## config.mk

```make
export PLATFORM = sky130hd
export DESIGN_NAME = pool_way_steer
export DESIGN_NICKNAME = d
export VERILOG_FILES = /design/src/rtl/pool_way_pkg.sv /design/src/rtl/pool_way_datapath.sv /design/src/rtl/pool_way_control.sv /design/src/rtl/pool_way_steer.sv
export SDC_FILE = /design/constraint.sdc
export NUM_CORES = 2
export LEC_CHECK = 0
export BUFFER_PORTS_ARGS = -buffer_cell sky130_fd_sc_hd__buf_2
export CAP_MARGIN = 20
export CORE_MARGIN = 3
export CORE_UTILIZATION = 64
export CTS_CLUSTER_DIAMETER = 60
export DETAILED_ROUTE_END_ITERATION = 7
export PLACE_DENSITY = 0.82
export RECOVER_POWER = 50
export SKIP_CTS_REPAIR_TIMING = 1
export SYNTH_ARGS = -nofsm -noshare
export SYNTH_HDL_FRONTEND = slang
export SYNTH_SLANG_ARGS = --single-unit
export TNS_END_PERCENT = 50
```

## constraint.sdc

```tcl
create_clock -name clk -period 3.6 [get_ports clk]
set_clock_uncertainty 0.2 [all_clocks]
set_input_delay 0.72 -clock clk [delete_from_list [all_inputs] [get_ports clk]]
set_output_delay 0.72 -clock clk [all_outputs]
set_load 0.1 [all_outputs]
```

## src/rtl/pool_way_pkg.sv

```systemverilog
package pool_way_pkg;
  // requester ports: 0 local, 1 upper layer, 2 lower layer
  localparam int NREQ = 3;

  typedef enum logic [1:0] {
    OWN_LOCAL = 2'b00,
    OWN_UP    = 2'b01,
    OWN_DOWN  = 2'b10,
    OWN_OFF   = 2'b11
  } ownCode_e;

  typedef struct packed {
    logic flushActive;
    logic clearDirty;
    logic invalidate;
  } ctrlStrobe_t;
endpackage

```

## src/rtl/pool_way_datapath.sv

```systemverilog
module pool_way_datapath
  import pool_way_pkg::*;
#(
  parameter int NUM_WAYS = 4,
  parameter int NUM_SETS = 8,
  parameter int TAG_W    = 8,
  parameter int DATA_W   = 16,
  localparam int IDX_W   = $clog2(NUM_SETS),
  localparam int WAY_W   = $clog2(NUM_WAYS)
) (
  input  logic                    clk,
  input  logic                    rstN,
  input  ctrlStrobe_t             strobe,
  input  logic [2*NUM_WAYS-1:0]   statusVec,
  input  logic [WAY_W-1:0]        flushWay,
  input  logic [IDX_W-1:0]        flushIdx,
  input  logic [NREQ-1:0]         reqValid,
  input  logic [NREQ*TAG_W-1:0]   reqTag,
  input  logic [NREQ*IDX_W-1:0]   reqIdx,
  input  logic                    fillValid,
  input  logic [WAY_W-1:0]        fillWay,
  input  logic [IDX_W-1:0]        fillIdx,
  input  logic [TAG_W-1:0]        fillTag,
  input  logic [DATA_W-1:0]       fillData,
  input  logic                    fillDirty,
  output logic [NREQ-1:0]         rspHit,
  output logic [NREQ*DATA_W-1:0]  rspData,
  output logic [NUM_WAYS-1:0]     wayDirty,
  output logic                    lineDirty,
  output logic [TAG_W-1:0]        wbTag,
  output logic [DATA_W-1:0]       wbData,
  output logic [NUM_WAYS-1:0]     wayEnable
);
  logic [TAG_W-1:0]    tagMem  [NUM_WAYS][NUM_SETS];
  logic [DATA_W-1:0]   dataMem [NUM_WAYS][NUM_SETS];
  logic [NUM_SETS-1:0] validBits [NUM_WAYS];
  logic [NUM_SETS-1:0] dirtyBits [NUM_WAYS];

  logic [TAG_W-1:0]  reqTagArr [NREQ];
  logic [IDX_W-1:0]  reqIdxArr [NREQ];
  logic [NREQ-1:0]   hitNext;
  logic [DATA_W-1:0] dataNext [NREQ];
  logic [DATA_W-1:0] dataQ    [NREQ];
  logic              fillTake;

  // the way under write-back takes no new lines
  assign fillTake = fillValid && !(strobe.flushActive && fillWay == flushWay);

  always_ff @(posedge clk) begin
    if (fillTake) begin
      tagMem[fillWay][fillIdx]  <= fillTag;
      dataMem[fillWay][fillIdx] <= fillData;
    end
  end

  always_ff @(posedge clk or negedge rstN) begin
    if (!rstN) begin
      for (int w = 0; w < NUM_WAYS; w++) begin
        validBits[w] <= '0;
        dirtyBits[w] <= '0;
      end
    end else if (strobe.invalidate) begin
      for (int w = 0; w < NUM_WAYS; w++) begin
        validBits[w] <= '0;
        dirtyBits[w] <= '0;
      end
    end else begin
      if (strobe.clearDirty) dirtyBits[flushWay][flushIdx] <= 1'b0;
      if (fillTake) begin
        validBits[fillWay][fillIdx] <= 1'b1;
        dirtyBits[fillWay][fillIdx] <= fillDirty;
      end
    end
  end

  for (genvar r = 0; r < NREQ; r++) begin : g_req
    assign reqTagArr[r] = reqTag[r*TAG_W +: TAG_W];
    assign reqIdxArr[r] = reqIdx[r*IDX_W +: IDX_W];
    assign rspData[r*DATA_W +: DATA_W] = dataQ[r];
  end

  // ownership-gated compare: port r looks only at ways whose code is r
  always_comb begin
    for (int r = 0; r < NREQ; r++) begin
      hitNext[r]  = 1'b0;
      dataNext[r] = '0;
      for (int w = 0; w < NUM_WAYS; w++) begin
        if (reqValid[r] && statusVec[2*w +: 2] == 2'(r) &&
            validBits[w][reqIdxArr[r]] &&
            tagMem[w][reqIdxArr[r]] == reqTagArr[r]) begin
          hitNext[r]  = 1'b1;
          dataNext[r] = dataNext[r] | dataMem[w][reqIdxArr[r]];
        end
      end
    end
  end

  always_ff @(posedge clk or negedge rstN) begin
    if (!rstN) begin
      rspHit <= '0;
      for (int r = 0; r < NREQ; r++) dataQ[r] <= '0;
    end else if (strobe.invalidate) begin
      rspHit <= '0;
      for (int r = 0; r < NREQ; r++) dataQ[r] <= '0;
    end else begin
      rspHit <= hitNext;
      for (int r = 0; r < NREQ; r++) dataQ[r] <= dataNext[r];
    end
  end

  always_comb begin
    for (int w = 0; w < NUM_WAYS; w++) wayDirty[w] = |dirtyBits[w];
  end

  assign lineDirty = dirtyBits[flushWay][flushIdx];
  assign wbTag     = tagMem[flushWay][flushIdx];
  assign wbData    = dataMem[flushWay][flushIdx];

  for (genvar w = 0; w < NUM_WAYS; w++) begin : g_pwr
    assign wayEnable[w] = (statusVec[2*w +: 2] != OWN_OFF);
  end
endmodule

```

## src/rtl/pool_way_control.sv

```systemverilog
module pool_way_control
  import pool_way_pkg::*;
#(
  parameter int NUM_WAYS = 4,
  parameter int NUM_SETS = 8,
  localparam int IDX_W   = $clog2(NUM_SETS),
  localparam int WAY_W   = $clog2(NUM_WAYS)
) (
  input  logic                  clk,
  input  logic                  rstN,
  input  logic                  cfgValid,
  input  logic [WAY_W-1:0]      cfgWay,
  input  logic [1:0]            cfgCode,
  input  logic                  invalidate,
  input  logic                  wbAck,
  input  logic [NUM_WAYS-1:0]   wayDirty,
  input  logic                  lineDirty,
  output ctrlStrobe_t           strobe,
  output logic [2*NUM_WAYS-1:0] statusVec,
  output logic [WAY_W-1:0]      flushWay,
  output logic [IDX_W-1:0]      flushIdx,
  output logic                  busy,
  output logic                  wbValid
);
  typedef enum logic {ST_IDLE, ST_FLUSH} state_e;

  state_e           state;
  logic [1:0]       statusReg [NUM_WAYS];
  logic [WAY_W-1:0] pendWay;
  logic [1:0]       pendCode;
  logic [IDX_W-1:0] scanIdx;
  logic             cfgTake;

  // way 0 is the reserved local way
  assign cfgTake = (state == ST_IDLE) && cfgValid && (cfgWay != '0);

  always_ff @(posedge clk or negedge rstN) begin
    if (!rstN) begin
      state    <= ST_IDLE;
      pendWay  <= '0;
      pendCode <= OWN_LOCAL;
      scanIdx  <= '0;
      for (int w = 0; w < NUM_WAYS; w++) statusReg[w] <= OWN_LOCAL;
    end else if (invalidate) begin
      state   <= ST_IDLE;
      scanIdx <= '0;
      for (int w = 0; w < NUM_WAYS; w++) statusReg[w] <= OWN_LOCAL;
    end else begin
      case (state)
        ST_IDLE: begin
          if (cfgTake) begin
            if (wayDirty[cfgWay]) begin
              pendWay  <= cfgWay;
              pendCode <= cfgCode;
              scanIdx  <= '0;
              state    <= ST_FLUSH;
            end else begin
              statusReg[cfgWay] <= cfgCode;
            end
          end
        end
        ST_FLUSH: begin
          if (!wayDirty[pendWay]) begin
            statusReg[pendWay] <= pendCode;
            state              <= ST_IDLE;
          end else if (!lineDirty || wbAck) begin
            scanIdx <= (scanIdx == IDX_W'(NUM_SETS - 1)) ? '0 : scanIdx + 1'b1;
          end
        end
        default: state <= ST_IDLE;
      endcase
    end
  end

  assign busy               = (state == ST_FLUSH);
  assign wbValid            = busy && lineDirty;
  assign strobe.flushActive = busy;
  assign strobe.clearDirty  = wbValid && wbAck;
  assign strobe.invalidate  = invalidate;
  assign flushWay           = pendWay;
  assign flushIdx           = scanIdx;

  for (genvar w = 0; w < NUM_WAYS; w++) begin : g_flat
    assign statusVec[2*w +: 2] = statusReg[w];
  end
endmodule

```

## src/rtl/pool_way_steer.sv

```systemverilog
module pool_way_steer
  import pool_way_pkg::*;
#(
  parameter int NUM_WAYS = 4,
  parameter int NUM_SETS = 8,
  parameter int TAG_W    = 8,
  parameter int DATA_W   = 16
) (
  input  logic                              clk,
  input  logic                              rstN,
  input  logic [2:0]                        reqValid,
  input  logic [3*TAG_W-1:0]                reqTag,
  input  logic [3*$clog2(NUM_SETS)-1:0]     reqIdx,
  output logic [2:0]                        rspHit,
  output logic [3*DATA_W-1:0]               rspData,
  input  logic                              fillValid,
  input  logic [$clog2(NUM_WAYS)-1:0]       fillWay,
  input  logic [$clog2(NUM_SETS)-1:0]       fillIdx,
  input  logic [TAG_W-1:0]                  fillTag,
  input  logic [DATA_W-1:0]                 fillData,
  input  logic                              fillDirty,
  input  logic                              cfgValid,
  input  logic [$clog2(NUM_WAYS)-1:0]       cfgWay,
  input  logic [1:0]                        cfgCode,
  input  logic                              invalidate,
  output logic                              busy,
  output logic                              wbValid,
  output logic [$clog2(NUM_WAYS)-1:0]       wbWay,
  output logic [$clog2(NUM_SETS)-1:0]       wbIdx,
  output logic [TAG_W-1:0]                  wbTag,
  output logic [DATA_W-1:0]                 wbData,
  input  logic                              wbAck,
  output logic [NUM_WAYS-1:0]               wayEnable
);
  localparam int IDX_W = $clog2(NUM_SETS);
  localparam int WAY_W = $clog2(NUM_WAYS);

  ctrlStrobe_t           strobe;
  logic [2*NUM_WAYS-1:0] statusVec;
  logic [NUM_WAYS-1:0]   wayDirty;
  logic                  lineDirty;
  logic [WAY_W-1:0]      flushWay;
  logic [IDX_W-1:0]      flushIdx;

  pool_way_control #(.NUM_WAYS(NUM_WAYS), .NUM_SETS(NUM_SETS)) u_ctrl (
    .clk(clk), .rstN(rstN), .cfgValid(cfgValid), .cfgWay(cfgWay),
    .cfgCode(cfgCode), .invalidate(invalidate), .wbAck(wbAck),
    .wayDirty(wayDirty), .lineDirty(lineDirty), .strobe(strobe),
    .statusVec(statusVec), .flushWay(flushWay), .flushIdx(flushIdx),
    .busy(busy), .wbValid(wbValid)
  );

  pool_way_datapath #(.NUM_WAYS(NUM_WAYS), .NUM_SETS(NUM_SETS),
                      .TAG_W(TAG_W), .DATA_W(DATA_W)) u_dp (
    .clk(clk), .rstN(rstN), .strobe(strobe), .statusVec(statusVec),
    .flushWay(flushWay), .flushIdx(flushIdx), .reqValid(reqValid),
    .reqTag(reqTag), .reqIdx(reqIdx), .fillValid(fillValid),
    .fillWay(fillWay), .fillIdx(fillIdx), .fillTag(fillTag),
    .fillData(fillData), .fillDirty(fillDirty), .rspHit(rspHit),
    .rspData(rspData), .wayDirty(wayDirty), .lineDirty(lineDirty),
    .wbTag(wbTag), .wbData(wbData), .wayEnable(wayEnable)
  );

  assign wbWay = flushWay;
  assign wbIdx = flushIdx;
endmodule

```

* Word-level counts from Yosys, hierarchy flattened
Memories as Yosys holds them, arrays and structs flattened. Index checks and enable logic that the tools add are counted.
Cells by class: $add $sub $neg 1, multipliers 0, divide/modulo/power cells 0, $lt $le $gt $ge 21, equal/unequal tests 32, shifts and indexed selects 0, multiplexer cells 182, bitwise gates (word level) 22, reductions and logical operators 64
Operators with widths (number):
- $bmux W16 S3 | 13
- $mux W16 | 39
- $bmux W8 S3 | 13
- $mux W8 | 35
- $mux W32 | 6
- $or A16 B16 Y16 | 9
- $mux W128 | 1
- $eq A8 B8 Y1 | 12
- $mux W64 | 1
- $demux W16 S3 | 1
- $logic_and A1 B1 Y1 | 48
- $mux W48 | 1
- $bmux W1 S3 | 13
- $mux W1 | 34
- $and A32 B32 Y32 | 1
- $bwmux W32 | 1
- $demux W8 S2 | 2
- $not A32 Y32 | 1
- $or A32 B32 Y32 | 1
- $reduce_or A8 Y1 | 4
- $demux W8 S3 | 1
- $mux W3 | 7
- $ge A4 B4 Y1 const B | 5
- $lt A3 B4 Y1 const B | 5
- other kinds (31) | 68
Storage, ports and cells: bits in registers 131, latch bits 0, memory bits (writable) 768, bits in read-only memories 0, bits of input ports 76, memories kept 2
Memory list:
- u_dp.dataMem | words 4, bits a word 128, read ports 5, clocked after memory_dff 0, wr ports 1, RTL line pool_way_datapath.sv:35 | logic [DATA_W-1:0] dataMem [NUM_WAYS][NUM_SETS];
- u_dp.tagMem | words 4, bits a word 64, read ports 5, clocked after memory_dff 0, wr ports 1, RTL line pool_way_datapath.sv:34 | logic [TAG_W-1:0] tagMem [NUM_WAYS][NUM_SETS];

* Depth between registers and ports, before layout
word-level depth 14, depth in mapped cells 13

* By module
Synthesis repeated with hierarchy kept, for this count alone.
Second synthesis, totals: cell total of the unflattened synthesis 3415, area total of the unflattened synthesis 55923.6 um^2
By module, submodules not included:
- pool_way_datapath | instances 1, cells each 3328, area each 54992.7 um^2
- pool_way_control | instances 1, cells each 87, area each 930.9 um^2

* Least setup slack after synthesis
No wires, ideal clock.
path type register to output, start point register u_ctrl.pendWay[0], in the netlist u_ctrl.flushWay[0], end point output wbData[7], arrival 4.030 ns, data required time 2.680 ns, slack -1.350 ns, cell stages (with the launch flop) 8, cells stage by stage dfrtp_1 buf_2 clkbuf_1 clkbuf_1 buf_1 mux4_2 a22oi_1 nand4_1
Between the ends: longest elaborated chain between the ends 4
Ends and longest elaborated chain:
- start: declaration | RTL line pool_way_control.sv:29 | logic [WAY_W-1:0] pendWay;
- start signal: assignment | RTL line pool_way_control.sv:53 | pendWay <= cfgWay;
- $mem_v2 Z4 W128
- $bmux W16 S3 | RTL line pool_way_datapath.sv:117 | assign wbData = dataMem[flushWay][flushIdx];
- $mux W16 (not written as such) (2 in series) | RTL line pool_way_datapath.sv:117
- end: declaration | RTL line pool_way_steer.sv:31 | output logic [DATA_W-1:0] wbData,
No other way between the ends. The select of a mux whose other input is x is not followed.

* Worst setup path in the final report
start point register u_ctrl.pendWay[0], in the netlist u_ctrl.flushWay[0], end point memory u_dp.dataMem[3][0] (netlist bit), enable pin
Between the ends: longest elaborated chain between the ends 6
Ends and longest elaborated chain:
- $eq A2 B2 Y1 | RTL line pool_way_datapath.sv:47 | assign fillTake = fillValid && !(strobe.flushActive && fillWay == flushWay);
- $logic_and A1 B1 Y1 | RTL line pool_way_datapath.sv:47
- $logic_not A1 Y1 | RTL line pool_way_datapath.sv:47
- $logic_and A1 B1 Y1 | RTL line pool_way_datapath.sv:47
- $mux W1 | RTL line pool_way_datapath.sv:50 | if (fillTake) begin
- $mux W128 (not written as such) | RTL line pool_way_datapath.sv:52 | dataMem[fillWay][fillIdx] <= fillData;
- end: declaration | RTL line pool_way_datapath.sv:35
No other way between the ends.

==> reports/qor.yml <==
power_and_ir_drop:
  p_clk_share_pct: 36.8
  pwr-share-comb_pct: 22.4
  p_leak_nw: 21.20
  p_seq_share_pct: 40.8
  switching_share_pct: 28.39
  ir_worst_vdd_v: 0.0004328
  switchingPower_w: 0.008033
  internal-power_w: 0.02026
  powerDensity_nw_per_um2: 452.3
finish:
  final_cell_mix: "768 x edfxtp_1, 758 x mux4_2, 273 x nand2_1"
  finalNetCount: 3651
  layout_commonest_cell: "edfxtp_1"
  area_delta_synth_final_pct: 14.79
  drive_gt1_share_pct: 40.27
die:
  design.portCount: 162
  initial_core_util_pct: 64.90
  die_h_um: 297.8
  die_area_sq_um: 88670
  die_x_um: 297.8
  core_area_sq_um: 83950
  fp-row-count: 106
timing:
  finalMaxSlewViolations: 65
  finalSetupTns_ps: -9966
  maxSlewHeadroom_pct: -20.51
  rsz0062_at_grt: "true"
  worst_pin_slew_ps: 1808
  whs_ps: 103.8
  final_hold_viol_count: 0
  fin_ws_ps: -345.7
  fmax_mhz: 253.4
  period_needed_ps: 3946
  timing.final.crit_share_pct: 109.6
  setup_violations: 52
setup_path:
  crit_arrival_ps: 4060
  path_cells: "buf_4, buf_8, and2_1, nand2_1, nand4_1, clkbuf_2, nor2_1, buf_12, buf_4"
  crit_slowest_cell: "nor2_1"
  cp.required_ps: 3720
  ff2ff_setup_slack_ps: -350
  crit_fanout: 16
  cp-start-kind: "register"
  slowest_delay_ps: 1090
  critical_path_class: "reg -> reg"
  critPathMostFrequentCell: "buf_4"
  endpoint_kind: "register"
global_routing:
  grtUsageTotal_pct: 46.94
  grt_pass1_wl_mm: 295.5
  grt_remaining_overflow: 0
  grt_max_degree: 98
  antenna_found_initial: 6
  grt_pass1_vias: 40266
clocking:
  clockRootBuffer: "clkbuf_16"
  clkLatencyLatePin_ps: 680
  clk_pin_slew_ps: 60
  cts_buffers: 100
  cts_max_path_buffers: 3
  cts_tree: "built"
  clock-sinks: 899
  htreeDepth: 3
routing:
  routedWlPerCell_um: 43.50
  drc: 16
  via_count: 41194
  vias_per_cell: 8.575
  wirelength_mm: 209.0
  final_antenna_net_count: 0
  drtIter0Drc: 7553
  drt_pass1_iterations: 8
place:
  post-dp-hpwl_mm: 127.1
  place.gp.congestion: 1.007
  port_buffers: 161
yosys:
  syn_nets: 3399
  yosys_warnings: 0
  synth-seq-area-share_pct: 48.34
  synth-edff-count: 768
  ys_seq_elements: 899
  synth.distinct_cells: 63
  syn_area_sq_um: 54490
  synthArstFlopShare_pct: 14.57
  syn_inst: 3321
  ys.flop_type: "edfxtp_1"
  avgSynthCellArea_sq_um: 16.41
run_status:
  status: "finished with violations"
  violations: "design-rule violations, max-capacitance violations, max-slew violations, negative setup slack"
job:
  drv_cap: 1
min_path:
  hold_class: "in -> reg"
==> cells in the mapped netlist, types with 18 or more instances <==
cell type	number	area (sq um)
a21oi_1	76	380.4
a22oi_1	121	908.4
a32oi_1	66	578.1
buf_1	49	183.9
buf_2	96	480.5
buf_4	21	157.7
clkbuf_1	124	465.5
dfrtp_1	131	3278
edfxtp_1	768	23060
mux2_2	71	799.5
mux2i_1	222	2222
mux4_2	758	17070
nand2_1	273	1025
nand3_1	33	165.2
nand4_1	34	212.7
nor2_1	145	544.3
o221ai_1	48	420.4
or3_1	18	112.6
xnor2_1	40	350.3
xor2_1	50	437.9
==> final timing paths <==
path,from,end,cells past startpoint
setup / recovery,u_ctrl.flushWay[0],u_dp.dataMem[3][0],9
min in group asynchronous,rstN,u_dp.dirtyBits[1],2
setup reg to reg,u_ctrl.flushWay[0],u_dp.dataMem[3][0],9
max in group asynchronous,rstN,u_ctrl.flushWay[0],3
hold reg to reg,u_dp.validBits[17],u_dp.validBits[17],2
hold / removal,cfgCode[0],u_ctrl.pendCode[0],2
==> logic make-up (layout without fill, tap and decap cells) <==
| family | after synthesis | count (layout) | share of synthesized area [%] |
|---|---|---|---|
| other | 0 | 10 | 0 |
| buffers and inverters | 318 | 657 | 2.868 |
| and+or+nand+nor | 578 | 578 | 4.875 |
| adders and majority gates | 2 | 2 | 0.04592 |
| muxes | 1059 | 1059 | 37.26 |
| DFF | 899 | 899 | 48.34 |
| AOI/OAI and AO/OA | 375 | 375 | 5.160 |
| xor gates and xnor gates | 90 | 90 | 1.447 |
==> metrics by stage <==
step                area (sq um)  worst slack, ps  std cells  utilization, %  total power (W)
finish                     62550           -345.7       4804           74.50          0.02829
global route               62520           -322.2       4794           74.47          0.02894
CTS                        62090           -538.6       4771           73.96          0.02783
detailed placement         58760           -120.8       4582           69.99          0.01759
global placement           58680           -122.2       4578           69.89          0.01748
floorplan                  54780           -190.3       3321               -          0.01610
==> critical path, delay by kind of cell (launching register included) <==
| kind | cells | cell delay (ps) |
|---|---|---|
| buf+inv | 5 | 1440 |
| simple gates | 4 | 1430 |
| flops | 1 | 490 |
==> power by group through the flow <==
stage | clock, W | sequential (W) | combinational [W]
after floorplan | 0 | 0.0117 | 0.00435
after global placement | 0 | 0.0118 | 0.00570
after detailed placement | 0 | 0.0118 | 0.00579
after CTS | 0.0104 | 0.0116 | 0.00583
after global routing | 0.0108 | 0.0115 | 0.00655
final | 0.0104 | 0.0116 | 0.00633
==> per-layer routing <==
layer  track usage, %  wire [um]  up-vias
met3            18.65      36550     1307
met2            66.90      89770     5026
met1            59.29      62280    20120
met5                0         29        -
li1                 -          -    14737
met4            33.22      20370        4
==> area by class of cell <==
class / instances / area (sq um)
Tap cell: 1134 / 1419
Sequential cell: 899 / 26350
Clock inverter: 65 / 631.9
Fill cell: 4897 / 21410
Multi-Input combinational cell: 2104 / 26900
Clock buffer: 124 / 2704
Inverter: 10 / 40.04
Antenna cell: 10 / 25.02
Timing Repair Buffer: 458 / 4478
==> registers in the layout, summed over array words and instances, names as in the netlist <==
register	flops
u_dp.dataMem	512
u_dp.tagMem	256
u_dp.rspData	48
u_dp.dirtyBits	32
u_dp.validBits	32
u_ctrl.statusVec	8
u_ctrl.flushIdx	3
u_dp.rspHit	3
u_ctrl.flushWay	2
u_ctrl.pendCode	2
u_ctrl.busy	1
Note: power is estimated with default switching activity, not from simulation.
